$ cat src/rtl/lnk_pkg.sv
package lnk_pkg;
    localparam int SYM_W  = 20;
    localparam int PAY_W  = 16;
    localparam int CODE_W = SYM_W - PAY_W;
    localparam int OFF_N  = SYM_W;
    localparam int OFF_W  = $clog2(OFF_N);

    localparam logic [CODE_W-1:0] K_DATA     = 4'b1100;
    localparam logic [CODE_W-1:0] K_DATA_INV = 4'b0011;
    localparam logic [CODE_W-1:0] K_CTRL     = 4'b0101;
    localparam logic [CODE_W-1:0] K_CTRL_INV = 4'b1010;
    localparam logic [CODE_W-1:0] K_IDLE     = 4'b1001;
    localparam logic [PAY_W-1:0]  IDLE_PAY   = 16'h00FF;
    localparam logic [SYM_W-1:0]  IDLE_SYM   = {K_IDLE, IDLE_PAY};

    typedef enum logic [1:0] {
        ST_HUNT    = 2'd0,
        ST_CONFIRM = 2'd1,
        ST_LOCK    = 2'd2
    } align_st_e;

    typedef struct packed {
        logic [PAY_W-1:0] data;
        logic             valid;
        logic             is_ctrl;
        logic             err;
    } dec_t;
endpackage

$ cat src/rtl/lnk_window.sv
module lnk_window
    import lnk_pkg::*;
(
    input  logic             clk,
    input  logic             rst,
    input  logic [SYM_W-1:0] din,
    input  logic [OFF_W-1:0] sel_off,
    output logic [OFF_N-1:0] hit_vec,
    output logic [SYM_W-1:0] sel_word
);
    logic [SYM_W-1:0]   prev_q;
    logic [2*SYM_W-1:0] view;
    logic [SYM_W-1:0]   cand [OFF_N];

    always_ff @(posedge clk) begin
        if (rst) prev_q <= '0;
        else     prev_q <= din;
    end

    assign view = {prev_q, din};

    for (genvar g = 0; g < OFF_N; g++) begin : g_off
        assign cand[g]    = view[2*SYM_W-1-g -: SYM_W];
        assign hit_vec[g] = (cand[g] == IDLE_SYM);
    end

    assign sel_word = cand[sel_off];
endmodule

$ cat src/rtl/lnk_sym_decode.sv
module lnk_sym_decode
    import lnk_pkg::*;
(
    input  logic [SYM_W-1:0] sym,
    output dec_t             dec
);
    logic [CODE_W-1:0] code;
    logic [PAY_W-1:0]  pay;

    assign code = sym[SYM_W-1 -: CODE_W];
    assign pay  = sym[PAY_W-1:0];

    always_comb begin
        dec = '0;
        case (code)
            K_DATA:     begin dec.valid = 1'b1; dec.data = pay;  end
            K_DATA_INV: begin dec.valid = 1'b1; dec.data = ~pay; end
            K_CTRL:     begin dec.valid = 1'b1; dec.is_ctrl = 1'b1; dec.data = pay;  end
            K_CTRL_INV: begin dec.valid = 1'b1; dec.is_ctrl = 1'b1; dec.data = ~pay; end
            K_IDLE:     dec = '0;
            default:    dec.err = 1'b1;
        endcase
    end
endmodule

$ cat src/rtl/lnk_align_fsm.sv
module lnk_align_fsm
    import lnk_pkg::*;
#(
    parameter int LOCK_HITS  = 4,
    parameter int LOSS_LIMIT = 3
) (
    input  logic             clk,
    input  logic             rst,
    input  logic [OFF_N-1:0] hit_vec,
    input  logic             sym_err,
    output align_st_e        state,
    output logic [OFF_W-1:0] off
);
    localparam int HIT_W = $clog2(LOCK_HITS + 1);
    localparam int BAD_W = $clog2(LOSS_LIMIT + 1);

    align_st_e        st_q, st_d;
    logic [OFF_W-1:0] cand_q, cand_d, off_q, off_d, first_off;
    logic [HIT_W-1:0] hit_q, hit_d;
    logic [BAD_W-1:0] bad_q, bad_d;
    logic             any_hit;

    always_comb begin
        first_off = '0;
        for (int i = OFF_N - 1; i >= 0; i--) begin
            if (hit_vec[i]) first_off = OFF_W'(i);
        end
    end
    assign any_hit = |hit_vec;

    always_ff @(posedge clk) begin
        if (rst) begin
            st_q   <= ST_HUNT;
            cand_q <= '0;
            off_q  <= '0;
            hit_q  <= '0;
            bad_q  <= '0;
        end else begin
            st_q   <= st_d;
            cand_q <= cand_d;
            off_q  <= off_d;
            hit_q  <= hit_d;
            bad_q  <= bad_d;
        end
    end

    always_comb begin
        st_d   = st_q;
        cand_d = cand_q;
        off_d  = off_q;
        hit_d  = hit_q;
        bad_d  = bad_q;
        unique case (st_q)
            ST_HUNT: begin
                if (any_hit) begin
                    cand_d = first_off;
                    hit_d  = HIT_W'(1);
                    st_d   = ST_CONFIRM;
                end
            end
            ST_CONFIRM: begin
                if (hit_vec[cand_q]) begin
                    if (hit_q == HIT_W'(LOCK_HITS - 1)) begin
                        off_d = cand_q;
                        bad_d = '0;
                        st_d  = ST_LOCK;
                    end else begin
                        hit_d = hit_q + HIT_W'(1);
                    end
                end else begin
                    st_d = ST_HUNT;
                end
            end
            ST_LOCK: begin
                if (sym_err) begin
                    if (bad_q == BAD_W'(LOSS_LIMIT - 1)) begin
                        bad_d = '0;
                        st_d  = ST_HUNT;
                    end else begin
                        bad_d = bad_q + BAD_W'(1);
                    end
                end else begin
                    bad_d = '0;
                end
            end
            default: st_d = ST_HUNT;
        endcase
    end

    assign state = st_q;
    assign off   = off_q;
endmodule

$ cat src/rtl/lnk_frame_rx.sv
module lnk_frame_rx
    import lnk_pkg::*;
#(
    parameter int LOCK_HITS  = 4,
    parameter int LOSS_LIMIT = 3
) (
    input  logic        clk,
    input  logic        rst,
    input  logic [19:0] rx_word,
    output logic [15:0] out_data,
    output logic        out_valid,
    output logic        out_is_ctrl,
    output logic        out_err,
    output logic        locked
);
    logic [OFF_N-1:0] hit_vec;
    logic [SYM_W-1:0] sel_word;
    logic [OFF_W-1:0] lock_off;
    align_st_e        state;
    dec_t             dec;

    lnk_window u_win (
        .clk(clk), .rst(rst), .din(rx_word), .sel_off(lock_off),
        .hit_vec(hit_vec), .sel_word(sel_word)
    );

    lnk_sym_decode u_dec (.sym(sel_word), .dec(dec));

    lnk_align_fsm #(.LOCK_HITS(LOCK_HITS), .LOSS_LIMIT(LOSS_LIMIT)) u_fsm (
        .clk(clk), .rst(rst), .hit_vec(hit_vec),
        .sym_err(dec.err && (state == ST_LOCK)),
        .state(state), .off(lock_off)
    );

    always_ff @(posedge clk) begin
        if (rst || state != ST_LOCK) begin
            out_data    <= '0;
            out_valid   <= 1'b0;
            out_is_ctrl <= 1'b0;
            out_err     <= 1'b0;
        end else begin
            out_data    <= dec.data;
            out_valid   <= dec.valid;
            out_is_ctrl <= dec.is_ctrl;
            out_err     <= dec.err;
        end
    end

    assign locked = (state == ST_LOCK);
endmodule

$ cat config.mk
export PLATFORM = sky130hd
export DESIGN_NAME = lnk_frame_rx
export DESIGN_NICKNAME = d
export VERILOG_FILES = /design/src/rtl/lnk_pkg.sv /design/src/rtl/lnk_window.sv /design/src/rtl/lnk_sym_decode.sv /design/src/rtl/lnk_align_fsm.sv /design/src/rtl/lnk_frame_rx.sv
export SDC_FILE = /design/constraint.sdc
export NUM_CORES = 1
export LEC_CHECK = 0
export BUFFER_PORTS_ARGS = -buffer_cell sky130_fd_sc_hd__buf_2
export CAP_MARGIN = 20
export CORE_MARGIN = 2
export CORE_UTILIZATION = 45
export DETAILED_ROUTE_END_ITERATION = 12
export PLACE_DENSITY = 0.7
export REMOVE_ABC_BUFFERS = 1
export SLEW_MARGIN = 0
export SYNTH_ARGS = -nofsm -noshare
export SYNTH_HDL_FRONTEND = slang
export SYNTH_SLANG_ARGS = --single-unit
$ cat constraint.sdc
create_clock -name clk -period 4.2 [get_ports clk]
set_input_delay 0.63 -clock clk [delete_from_list [all_inputs] [get_ports clk]]
set_output_delay 0.63 -clock clk [all_outputs]
set_load 0.01 [all_outputs]
==> results of run 1 <==
-- metal layers --
layer / part of all wire / GRT usage / routed length, um
met2: 0.48 / 0.443 / 8280
met4: 0.047 / 0.140 / 810
met5: 0 / 0 / 0
met3: 0.070 / 0.0407 / 1210
met1: 0.40 / 0.347 / 7000
-- metrics by stage --
step           setup WS [ns]   util  cell area [sq um]
5_1_grt                0.700  0.498               5730
2_1_floorplan         0.0140      -               5100
4_1_cts                0.781  0.497               5730
3_5_place_dp           0.467  0.484               5580
6_report               0.882  0.498               5730
3_3_place_gp           0.595  0.484               5580
-- cell families after synthesis --
kind of cell,count (synthesis),synth area share
buffers and inverters,71,0.0555
AO/OA/AOI/OAI,129,0.164
adder cells (fa/ha/maj),2,0.00469
XOR/XNOR,3,0.00492
flip-flops,56,0.210
multiplexers,79,0.213
AND/OR/NAND/NOR,300,0.348
-- flip-flops by register name (all words and copies together), names as in the netlist --
| name | flops |
|---|---|
| u_fsm.cand_q | 5 |
| out_is_ctrl | 1 |
| out_err | 1 |
| out_valid | 1 |
| u_fsm.off | 5 |
| out_data | 16 |
| u_fsm.bad_q | 2 |
| u_fsm.state | 2 |
| u_fsm.hit_q | 3 |
| u_win.prev_q | 20 |
-- power groups by stage --
| stage | logic, mW | clock network (mW) | registers [mW] |
|---|---|---|---|
| 2_1_floorplan | 0.121 | 0 | 0.570 |
| 3_3_place_gp | 0.185 | 0 | 0.584 |
| 3_5_place_dp | 0.188 | 0 | 0.584 |
| 4_1_cts | 0.189 | 0.427 | 0.572 |
| 5_1_grt | 0.208 | 0.448 | 0.576 |
| 6_report | 0.194 | 0.420 | 0.574 |
-- worst min-delay path by stage --
stage	slack (ns)	start	endpoint
floorplan	0.45	u_fsm.hit_q[1]	u_fsm.hit_q[1]
global placement	0.46	u_fsm.hit_q[1]	u_fsm.hit_q[1]
detailed placement	0.47	u_fsm.hit_q[1]	u_fsm.hit_q[1]
CTS	0.48	u_fsm.hit_q[1]	u_fsm.hit_q[1]
global route	0.52	u_fsm.hit_q[1]	u_fsm.hit_q[1]
finish	0.48	u_fsm.hit_q[1]	u_fsm.hit_q[1]
-- layout make-up --
cell class	instances	share of cell area
clock buffer	5	0.0218
clock inverter	3	0.00371
inverter	14	0.00917
multi-input combinational	513	0.684
sequential	56	0.196
tap	143	0.0312
timing repair buffer	55	0.0537
-- critical path, cell delays in order --
cell and delay, ns:
buf_2 0.20, nor2b_1 0.48, nand4_2 0.25, nor4_2 0.52
nor4_1 0.15, or4_1 0.73, o41ai_2 0.42, o31ai_1 0.11
-- layout by cell type (no fill, tap or decap), types with 6 or more instances in the layout --
| cell type | count |
|---|---|
| dfxtp_1 | 55 |
| nor2_1 | 50 |
| a21oi_1 | 46 |
| buf_2 | 42 |
| nand3_1 | 35 |
| nand2_1 | 34 |
| nor2b_1 | 29 |
| nand4_1 | 28 |
| mux2i_1 | 28 |
| mux2_2 | 26 |
| mux4_2 | 25 |
| nor3_1 | 18 |
| o21ai_0 | 14 |
| nand3b_1 | 14 |
| inv_1 | 13 |
| buf_4 | 13 |
| o22ai_1 | 11 |
| and4bb_2 | 10 |
| nor4bb_1 | 10 |
| nor4_1 | 8 |
| o31ai_1 | 8 |
| and2_1 | 7 |
| a31oi_1 | 7 |
| or3b_1 | 7 |
| o22a_1 | 6 |
| o211ai_1 | 6 |
| nand2b_1 | 6 |
| nor3b_1 | 6 |
==> summary.md, run 1 <==
| Metric | Value |
|---|---|
| Worst-margin pin slew | `0.805 ns` |
| Critical path capture point type | `flop` |
| Pwr dens | `207 nW/um^2` |
| Most instantiated library cell after synthesis | `dfxtp_1` |
| Reg power frac | `0.483` |
| Detail Route Antenna Nets | `0` |
| Post-synth cell types | `74` |
| Worst flop-to-flop path endpoint | `u_fsm.hit_q[2]` |
| Setup CP Type | `in2reg` |
| Post-synth top cells | `dfxtp_1, nor2_1, a21oi_1` |
| Predominant post-synthesis flop cell | `dfxtp_1` |
| Detailed-route via count | `5401` |
| Ys async rst share | `0` |
| FF+latch count, synth | `56` |
| Comb pwr share | `0.163` |
| Post-synth EDFFs | `0` |
| Post-synthesis sequential area ratio | `0.210` |
| Leakage | `1.85 nW` |
| CTS buffer count | `5` |
| Buffers added on ports | `41` |
| Crit path DAT | `3.48 ns` |
| Initial DRC count | `538` |
| H-Tree Level Count | `2` |
| Vias in the first global route | `5025` |
| DIE AREA | `12800 sq um` |
| Share of the synthesized area in the top cell type | `0.210` |
| Clock transition at the registers of the reported paths | `0.07 ns` |
| Initial antenna violation count | `0` |
| I/O pins | `42` |
| Root buffer cell | `clkbuf_16` |
| Avg Cell Area, Syn | `8.34 sq um` |
| Min Clock Period, post-route | `3.32 ns` |
| Fmax | `301 MHz` |
| # rows | `39` |
| Worst hold path type | `reg2reg` |
| Pin count of the biggest net entering global routing | `41` |
| DRC Markers | `2` |
| Via density | `6.85` |
| Switch Pwr | `0.342 mW` |
| N_diodes | `0` |
| CP max FO | `13` |
| P_int | `0.846 mW` |
| DIE WIDTH | `113 um` |
| Drt wl/cell | `21.9 um` |
| RR Startpoint | `u_win.prev_q[6]` |
| Final hold vios | `0` |
| Status | `finished, violations left` |
| Tot Pwr | `1.19 mW` |
| Unrepaired setup endpoints after global routing | `no` |
| P&R area growth vs syn | `7.31%` |
| Flop2flop setup slack | `0.90 ns` |
| Syn Inst Count | `640` |
| Grt ovf | `0` |
| CP startpoint | `rx_word[18]` |
| Share of cells above drive strength 1 | `0.228` |
| Initial core utilization | `0.464` |
| Multi-input gate area | `3920 sq um` |
| Slew Viols, Final | `0` |
| Critical Path End | `u_fsm.hit_q[2]` |
| CTS tree | `done` |
| Synth area leader | `dfxtp_1` |
| Setup_tns | `0 ns` |
| Fin nets | `669` |
| Startpoint types | `input pin` |
| Postcts setup bufs | `0` |
| Synth warn | `0` |
| Mapped cell area | `5340 sq um` |
| Storage cell area | `1120 sq um` |
| Slew Limit Headroom | `0.449` |
| Hold_ws | `0.484 ns` |
| Inst Count DP | `780` |
| GPL Wtd Cong | `0.919` |
| Setup-violating endpoint count in the final report | `0` |
| TritonRoute pass-1 iters | `9` |
| Final Non-Filler Cells | `789` |
| Die height | `113 um` |
| Hold Buf Count CTS | `0` |
| Fillers | `1091` |
| Peak VDD IR | `0.188 mV` |
| Clock Power Share | `0.354` |
| Failing checks | `DRC` |
| GRT Resource Usage Total | `0.270` |
| Sw Ratio | `0.288` |
| HPWL Detailed | `13000 um` |
| Critical Path RT | `4.36 ns` |
| Worst-Skew Late Latency | `0.30 ns` |
| CTS resizes | `0` |
| Core area | `11500 sq um` |
| Hold path cells | `2` |
| Max cap viols | `0` |
| Clock Tree Buf Depth | `2` |
| Clk_skew | `0.00569 ns` |
| Routed WL | `17300 um` |
| Worst r2r path cells | `7` |
| First-pass GRT wire length | `27400 um` |
| Ranking of synthesized cells by area | `dfxtp_1, mux4_2, mux2_2, mux2i_1, a21oi_1` |
| TritonCTS Sinks | `56` |
| Period utilisation layout | `0.790` |
(Power assumes the default switching activity.)
==> inputs of run 2 (changes only) <==
--- a/config.mk
+++ b/config.mk
@@ -5,12 +5,13 @@
 export SDC_FILE = /design/constraint.sdc
 export NUM_CORES = 1
 export LEC_CHECK = 0
+export ABC_AREA = 1
 export BUFFER_PORTS_ARGS = -buffer_cell sky130_fd_sc_hd__buf_2
 export CAP_MARGIN = 20
 export CORE_MARGIN = 2
 export CORE_UTILIZATION = 45
 export DETAILED_ROUTE_END_ITERATION = 12
-export PLACE_DENSITY = 0.7
+export PLACE_DENSITY = 0.72
 export REMOVE_ABC_BUFFERS = 1
 export SLEW_MARGIN = 0
 export SYNTH_ARGS = -nofsm -noshare
==> constraint.sdc (replaced) <==
create_clock -name clk -period 2.9 [get_ports clk]
set_input_delay 0.435 -clock clk [delete_from_list [all_inputs] [get_ports clk]]
set_output_delay 0.435 -clock clk [all_outputs]
set_load 0.01 [all_outputs]
==> summary.md, run 2 <==
| Metric | Value |
|---|---|
| Hold_ws | `0.326 ns` |
| M1 WL | `7750 um` |
| H-Tree Level Count | `2` |
| Fmax | `390 MHz` |
| Die height | `114 um` |
| Postcts setup bufs | `0` |
| Final Non-Filler Cells | `1174` |
| Fillers | `1271` |
| Clk_skew | `0.0117 ns` |
| Leakage | `2.84 nW` |
| DRC Markers | `0` |
| Syn Inst Count | `1005` |
| Worst hold path type | `in2reg` |
| Predominant post-synthesis flop cell | `dfxtp_1` |
| Design area | `5860 sq um` |
| CTS resizes | `0` |
| Critical path capture point type | `flop` |
| Tot Pwr | `1.82 mW` |
| CP bufs+invs | `0` |
| Share of the synthesized area in the top cell type | `0.216` |
| Slowest-stage cell, CP | `dfxtp_1` |
| Post-synthesis sequential area ratio | `0.207` |
| Most common cell after layout, fill and taps aside | `nand2_1` |
| Startpoint types | `flop` |
| Final hold vios | `0` |
| DR WL met3 | `1100 um` |
| Avg Cell Area, Syn | `5.39 sq um` |
| Buffers added on ports | `41` |
| Slew Viols, Final | `0` |
| Max reg flops | `20` |
| DP Worst Slack | `0.264 ns` |
| CTS tree | `done` |
| Core area | `11900 sq um` |
| Critical Path RT | `3.09 ns` |
| Detail Route Antenna Nets | `0` |
| CP max FO | `7` |
| Initial core utilization | `0.457` |
| Most flop-heavy register | `u_win.prev_q` |
| Synth area leader | `nand2_1` |
| TritonRoute pass-1 iters | `5` |
| Root buffer cell | `clkbuf_16` |
| Hold Buf Count CTS | `0` |
| Inst Count DP | `1166` |
| DIE AREA | `12900 sq um` |
| # rows | `40` |
| Ranking of synthesized cells by area | `nand2_1, dfxtp_1, nor2_1, nand3_1, inv_1` |
| Unrepaired setup endpoints after global routing | `no` |
| Status | `finished clean` |
| Setup_tns | `0 ns` |
| Min Clock Period, post-route | `2.57 ns` |
| Vias in the first global route | `5903` |
| Post-DP Area | `5680 sq um` |
| Pwr dens | `310 nW/um^2` |
| Post-synth top cells | `nand2_1, nor2_1, nand3_1` |
| Max cap viols | `0` |
| Largest registers | `u_win.prev_q x20, out_data x16` |
| Post-synth EDFFs | `0` |
| Critical Path Most Common Cell | `nand2_1` |
| Routed WL | `17900 um` |
| P&R area growth vs syn | `8.13%` |
| Via density | `5.54` |
| Period utilisation layout | `0.885` |
| Routed length on met2 | `8160 um` |
| Worst-margin pin slew | `0.812 ns` |
| HPWL Detailed | `14100 um` |
| Pin count of the biggest net entering global routing | `37` |
| Setup CP Type | `reg2reg` |
| Synth warn | `0` |
| GRT Resource Usage Total | `0.286` |
| CP max stage delay | `0.44 ns` |
| Detailed-route via count | `6509` |
| Peak VDD IR | `0.207 mV` |
| Initial DRC count | `613` |
| Share of cells above drive strength 1 | `0.0944` |
| Setup-violating endpoint count in the final report | `0` |
| Worst-Skew Late Latency | `0.30 ns` |
| Grt ovf | `0` |
| Fin util | `0.494` |
| Clock transition at the registers of the reported paths | `0.08 ns` |
| Most frequent cells in the layout | `nand2_1, nor2_1, nand3_1, inv_1, dfxtp_1` |
| Cells along the critical path | `nor2_1 > nand2_1 > nor2_1 > nand4_1 > nand2_1 > nand2_1 > nand2_1 > nand2_1 > nand3_1 > nand3_1 > nand2_1 > nand3_1 > o21ai_0 > nor2_1` |
| First-pass GRT wire length | `29800 um` |
| CTS buffer count | `5` |
| Most instantiated library cell after synthesis | `nand2_1` |
| N_diodes | `0` |
| GPL Wtd Cong | `1.05` |
| Drt wl/cell | `15.3 um` |
| I/O pins | `42` |
| Slew Limit Headroom | `0.455` |
| DIE WIDTH | `114 um` |
| Fin nets | `1050` |
| Clock Tree Buf Depth | `2` |
| Uppermost layer routed | `met4` |
| Initial antenna violation count | `0` |
| FF+latch count, synth | `56` |
| Crit path DAT | `2.76 ns` |
| Final Worst Setup Slack | `0.333 ns` |
| Delay-heaviest family, CP | `simple AND/OR/NAND/NOR gates` |
| Mapped cell area | `5420 sq um` |
| Ys async rst share | `0` |
| TritonCTS Sinks | `56` |
| Post-synth cell types | `38` |
==> run 2: cell types whose count changed in the layout (fill, tap and decap cells not counted), sizes merged, moves of 11 or more <==
cell / change
inv: +90
o21ai: +45
mux4: -25
o22ai: -11
a211oi: +14
nand3: +90
a21oi: -32
mux2: -26
nor2b: -29
nand2: +279
nor2: +140
mux2i: -26
==> run 2: tightest hold or removal path, stage by stage <==
cell	delay [ns]
buf_2	0.07
inv_1	0.03
nor2_1	0.06
==> run 2: cell type report <==
type	count	area (sq um)	share of cell area
clock inverter	3	47.5	0.00812
clock buffer	5	125	0.0214
inverter	107	404	0.0690
multi-input combinational	799	3650	0.623
sequential	56	1120	0.191
tap	147	184	0.0314
timing repair buffer	57	325	0.0556
==> run 2: cell families after synthesis <==
logic type	after synthesis	synth area share
multiplexers	2	0.00370
AND/OR/NAND/NOR	686	0.539
flip-flops	56	0.207
adder cells (fa/ha/maj)	2	0.00462
AO/OA/AOI/OAI	109	0.126
buffers and inverters	150	0.119
==> run 2: power by group <==
group          switching [mW]  leakage (nW)  internal, mW
logic                   0.200          2.30        0.0797
registers              0.0387         0.456         0.783
clock network           0.303        0.0840         0.411
total                   0.542          2.84          1.27
==> run 2: worst paths after layout <==
path / start / slack, ns / end / depth (start not counted)
min reg2reg: u_fsm.bad_q[1] / 0.49 / u_fsm.bad_q[1] / 2
max reg2reg: u_win.prev_q[1] / 0.33 / u_fsm.hit_q[2] / 14
max: u_win.prev_q[1] / 0.33 / u_fsm.hit_q[2] / 14
min: rx_word[0] / 0.33 / u_win.prev_q[0] / 3
==> run 2: layer usage <==
metal	track usage	vias to the layer above
met5	0	-
met4	0.154	0
met1	0.366	2875
met2	0.472	273
li1	-	3297
met3	0.0367	64
